==> src/rtl/dlbuf_addr_map.sv <==
module dlbuf_addr_map #(
  parameter int NUM_MAPS   = 8,
  parameter int SIZE_W     = 3,
  parameter int BASE_W     = 8,
  parameter int CTL_W      = 5,
  parameter int GRAIN_LOG2 = 10,
  parameter int OFS_W      = 16,
  parameter int IDX_W      = $clog2(NUM_MAPS),
  parameter int MAP_W      = CTL_W + SIZE_W + BASE_W,
  parameter int ADDR_W     = BASE_W + GRAIN_LOG2
) (
  input  logic              clk,
  input  logic              rst_n,
  input  logic              cfg_we,
  input  logic [IDX_W-1:0]  cfg_idx,
  input  logic [MAP_W-1:0]  cfg_wdata,
  output logic [MAP_W-1:0]  cfg_rdata,
  input  logic              tick,
  input  logic              req_valid,
  input  logic [IDX_W-1:0]  req_map,
  input  logic [OFS_W-1:0]  req_ofs,
  output logic              rsp_valid,
  output logic [ADDR_W-1:0] rsp_addr
);

  logic [MAP_W-1:0]  map_q [NUM_MAPS];
  logic [ADDR_W-1:0] ptr_q;

  for (genvar i = 0; i < NUM_MAPS; i++) begin : g_map
    always_ff @(posedge clk) begin
      if (!rst_n)                                    map_q[i] <= '0;
      else if (cfg_we && cfg_idx == IDX_W'(i))      map_q[i] <= cfg_wdata;
    end
  end

  assign cfg_rdata = map_q[cfg_idx];

  logic [MAP_W-1:0]  sel;
  logic [SIZE_W-1:0] size_code;
  logic [ADDR_W-1:0] base, mask, ofs_ext, addr_next;

  assign sel       = map_q[req_map];
  assign size_code = sel[BASE_W +: SIZE_W];
  assign base      = {sel[BASE_W-1:0], {GRAIN_LOG2{1'b0}}};
  assign mask      = ~({ADDR_W{1'b1}} << (GRAIN_LOG2 + int'(size_code)));
  assign ofs_ext   = {{(ADDR_W-OFS_W){1'b0}}, req_ofs};
  assign addr_next = base + ((ofs_ext + ptr_q) & mask);

  always_ff @(posedge clk) begin
    if (!rst_n)    ptr_q <= '0;
    else if (tick) ptr_q <= ptr_q - 1'b1;
  end

  always_ff @(posedge clk) begin
    if (!rst_n) begin
      rsp_valid <= 1'b0;
      rsp_addr  <= '0;
    end else begin
      rsp_valid <= req_valid;
      if (req_valid) rsp_addr <= addr_next;
    end
  end


  map_write_chk: assert property (@(posedge clk) disable iff (!rst_n)
    cfg_we |=> map_q[$past(cfg_idx)] == $past(cfg_wdata));


  ptr_step_chk: assert property (@(posedge clk) disable iff (!rst_n)
    tick |=> ptr_q == $past(ptr_q) - 1'b1);


  ptr_hold_chk: assert property (@(posedge clk) disable iff (!rst_n)
    !tick |=> $stable(ptr_q));


  rsp_latency_chk: assert property (@(posedge clk) disable iff (!rst_n)
    req_valid |=> rsp_valid);


  rsp_idle_chk: assert property (@(posedge clk) disable iff (!rst_n)
    !req_valid |=> !rsp_valid && $stable(rsp_addr));


  in_region_chk: assert property (@(posedge clk) disable iff (!rst_n)
    req_valid |=> ((rsp_addr - $past(base)) & ~$past(mask)) == '0);

endmodule

==> config.mk <==
export PLATFORM = sky130hd
export DESIGN_NAME = dlbuf_addr_map
export DESIGN_NICKNAME = d
export VERILOG_FILES = /design/src/rtl/dlbuf_addr_map.sv
export SDC_FILE = /design/constraint.sdc
export NUM_CORES = 1
export LEC_CHECK = 0
export BUFFER_PORTS_ARGS = -buffer_cell sky130_fd_sc_hd__buf_2
export CORE_ASPECT_RATIO = 0.9
export CORE_MARGIN = 2
export CORE_UTILIZATION = 60
export CTS_CLUSTER_DIAMETER = 80
export DETAILED_ROUTE_END_ITERATION = 6
export PLACE_DENSITY = 0.89
export SLEW_MARGIN = 5
export SYNTH_ARGS = -nofsm -noshare
export SYNTH_HDL_FRONTEND = slang
export SYNTH_SLANG_ARGS = --single-unit
export TNS_END_PERCENT = 10
==> constraint.sdc <==
create_clock -name clk -period 6.2 [get_ports clk]
set_clock_uncertainty 0.15 [all_clocks]
set_input_delay 1.86 -clock clk [delete_from_list [all_inputs] [get_ports clk]]
set_output_delay 1.86 -clock clk [all_outputs]
set_load 0.005 [all_outputs]
==> results.md <==
* Initial antenna violation count at 2
* Setup Viol. Count Final at 0
* Synthesis-to-layout area growth at 13.6%
* Final Critical Period at 5.57 ns
* Share of power burned in registers at 0.440
* Ratio of cells with drive above 1 in the final layout at 0.267
* # port buffers at 77
* Startpoint types: primary input
* Synth Instances at 699
* Register area share after synthesis at 0.504
* Die Ht at 121 um
* R2R setup slack at around 2.1 ns
* Max stage delay on crit path at 0.53 ns
* Vias post-DR at 6,230
* Crit path max-delay family: multiplexers
* Crit path DAT at 3.56 ns
* TritonRoute pass-1 iters at 5
* Clk sinks at 164
* Final hold viol count at 0
* Max Cap Viol at 0
* Design Power at 3.08 mW
* Clock root buffer: clkbuf_16
* Clock Power Share at 0.346
* Die area at 16,100 sq um
* Final nets at 851
* Global-route met2 utilization at 0.464
* Antenna viol nets, final at 0
* Synthesis Warnings at 0
* FMAX at 0.180 GHz
* Critical path cell sequence: buf_2, buf_12, mux4_2, mux2_2, buf_2
* Drt drc at 0
* Switching power of the nets at 0.848 mW
* # fillers at between 900 and 1k
* Worst skew pair latency at roughly 0.43 ns
* Slew @ Worst Pin at around 1.4 ns
* EDFF count, synth at 128
* Total GRT Usage at 0.287
* Detailed-route wire length at 21,800 um
* Static leakage at 4.09 nW
* Top Ports at between 70 and 80
* Logic pwr share at 0.214
* Layout Cells excl Fill at 990
* Req. time, crit path at 4.19 ns
* Distinct cell type count after synthesis at 55
* Via-to-Cell Ratio at 6.29
* TritonCTS Buffers at 17
* CP Class: primary input to primary output
* Switch share at 0.275
* H-tree level count at 4
* Final period util at 0.898
* GR Util met1 at 0.360
* Synth Register Bits at approximately 160
* Worst hold slack at 0.320 ns
* PostCTS Resize Cnt at 0
* RSZ-0062 raised after global routing: false
* Iteration-0 DRC Markers at 676
* Status: completed
* Maximum root-to-sink buffer count at 2
* Met3 Use GR at 0.0721
* WL/cell at 22.0 um
* Gr busiest metal: met2
* Core region area at between 10,000 and 15,000 sq um
* Ys async rst share at 0
* RD Place Congestion at 0.895
* Relative slew margins at 0.0872
* Crit-path most repeated cell: buf_2
* Placed insts at 958
* Synth Area per Inst at 13.0 sq um
* CP Capture Type: primary output
* Initial core utilization at 0.615
* Slowest-stage cell, CP: mux4_2
* Count of pins over their slew limit at 0
* HPWL Detailed at around 14,000 um
* Setup TNS at 0 ns
* # hold bufs at CTS at 0
* First-pass GRT wire length at ~34,000 um
* Pint at 2.23 mW
* HP Class: flop to flop
* PwrDens at about 300 nW/um^2
* Mapped cell area at 9050 sq um
* Die width at 133 um
* Num rows at 42
* CTS tree: done
* Core Util, Final at 0.699
* Total grt overflow at 0
* Critical Path Fanout Max at 27
* Postcts setup bufs at 0
* Bufs and invs on worst path at 3
* Clock transition at path regs at 0.06 ns
* Pin count of the biggest net entering global routing at 44
* VDD IR-drop max at 261 uV
* Number of global-route vias before repair at 6,378
* Most used flip-flop cell after synthesis: edfxtp_1
* Syn Nets at 771
cell usage after synthesis (2+ instances only):
| cell type | n | area, sq um |
|---|---|---|
| nand3b_1 | 2 | 15.0 |
| mux2i_1 | 12 | 120 |
| buf_2 | 12 | 60.1 |
| o21a_1 | 3 | 22.5 |
| xnor2_1 | 15 | 131 |
| o31ai_1 | 3 | 22.5 |
| ha_1 | 27 | 338 |
| nor3_1 | 10 | 50.1 |
| and2_1 | 146 | 913 |
| mux4_2 | 55 | 1240 |
| buf_1 | 2 | 7.51 |
| a21o_1 | 10 | 75.1 |
| o21ai_1 | 2 | 10.0 |
| nand2_1 | 29 | 109 |
| fa_1 | 2 | 40.0 |
| mux2_2 | 22 | 248 |
| edfxtp_1 | 128 | 3840 |
| o211ai_1 | 3 | 22.5 |
| xor2_1 | 15 | 131 |
| a21oi_1 | 20 | 100 |
| nand3_1 | 5 | 25.0 |
| nor2_1 | 25 | 93.8 |
| o21ai_0 | 19 | 95.1 |
| o211a_1 | 4 | 40.0 |
| inv_1 | 15 | 56.3 |
| a211oi_1 | 4 | 30.0 |
| o32ai_1 | 4 | 35.0 |
| nand2b_1 | 9 | 56.3 |
| dfxtp_1 | 36 | 721 |
| and3_1 | 7 | 43.8 |
| nor2b_1 | 14 | 87.6 |
| clkbuf_1 | 16 | 60.1 |
metrics by stage:
| step | cell area, sq um | worst slack [ns] |
|---|---|---|
| finish | 10300 | 0.633 |
| global route | 10300 | 0.515 |
| CTS | 10300 | 0.614 |
| detailed placement | 9700 | 0.625 |
| global placement | 9700 | 0.671 |
| floorplan | 9050 | 1.07 |
final timing paths:
| check | end | start | depth (start not counted) |
|---|---|---|---|
| setup reg to reg | rsp_addr[16] | ptr_q[0] | 17 |
| hold reg to reg | rsp_addr[16] | rsp_addr[16] | 2 |
| setup / recovery | cfg_rdata[5] | cfg_idx[0] | 5 |
| hold / removal | rsp_addr[16] | rsp_addr[16] | 2 |
cells in the final DEF (no fill, tap or decap), types with 14 or more instances in the layout:
cell | netlist | final
a21oi_1 | 20 | 20
and2_1 | 146 | 146
buf_2 | 12 | 77
buf_4 | 1 | 15
clkbuf_16 | 0 | 17
dfxtp_1 | 36 | 36
edfxtp_1 | 128 | 128
ha_1 | 27 | 27
inv_1 | 15 | 15
mux2_2 | 22 | 22
mux4_2 | 55 | 55
nand2_1 | 29 | 29
nor2_1 | 25 | 25
nor2b_1 | 14 | 14
xnor2_1 | 15 | 15
xor2_1 | 15 | 15
tightest hold or removal path, stage by stage, from the launching register on:
cell and delay [ns]:
dfxtp_1 0.32, nand2_1 0.05, o21ai_0 0.06
registers in the layout, indices dropped and copies added (netlist names):
| signal | cells |
|---|---|
| rsp_addr | 18 |
| rsp_valid | 1 |
| ptr_q | 17 |
| map_q | 128 |
power groups by stage:
stage / Combinational [mW] / Sequential, mW / Clock [mW]
6_report: 0.659 / 1.35 / 1.07
5_1_grt: 0.719 / 1.36 / 1.12
4_1_cts: 0.656 / 1.35 / 1.07
3_5_place_dp: 0.646 / 1.37 / 0
3_3_place_gp: 0.620 / 1.37 / 0
2_1_floorplan: 0.466 / 1.36 / 0
cell families (layout without fill, tap and decap cells):
logic type / after synthesis / in the layout / synth area share
xor+xnor: 30 / 30 / 0.0290
compound gates: 84 / 84 / 0.0616
buf+inv: 47 / 139 / 0.0217
other cells: 0 / 1 / 0
fa+ha+maj: 29 / 29 / 0.0417
mux: 89 / 89 / 0.177
flops: 164 / 164 / 0.504
simple gates: 256 / 256 / 0.164
cell type report:
cell class / instances / area (sq um) / share of cell area
Tap cell: 198 / 248 / 0.0241
Clock buffer: 18 / 429 / 0.0417
Timing Repair Buffer: 93 / 518 / 0.0504
Multi-Input combinational cell: 488 / 4310 / 0.419
Antenna cell: 1 / 2.50 / 0.000243
Sequential cell: 164 / 4560 / 0.444
Clock inverter: 13 / 155 / 0.0151
Inverter: 15 / 56.3 / 0.00547
metal layers:
| metal | share of wire | wire (um) |
|---|---|---|
| met1 | 0.38 | 8280 |
| met2 | 0.49 | 10600 |
| met3 | 0.095 | 2060 |
| met4 | 0.037 | 799 |
| met5 | 0 | 0 |
No activity file was read; power rests on OpenSTA's default activity.
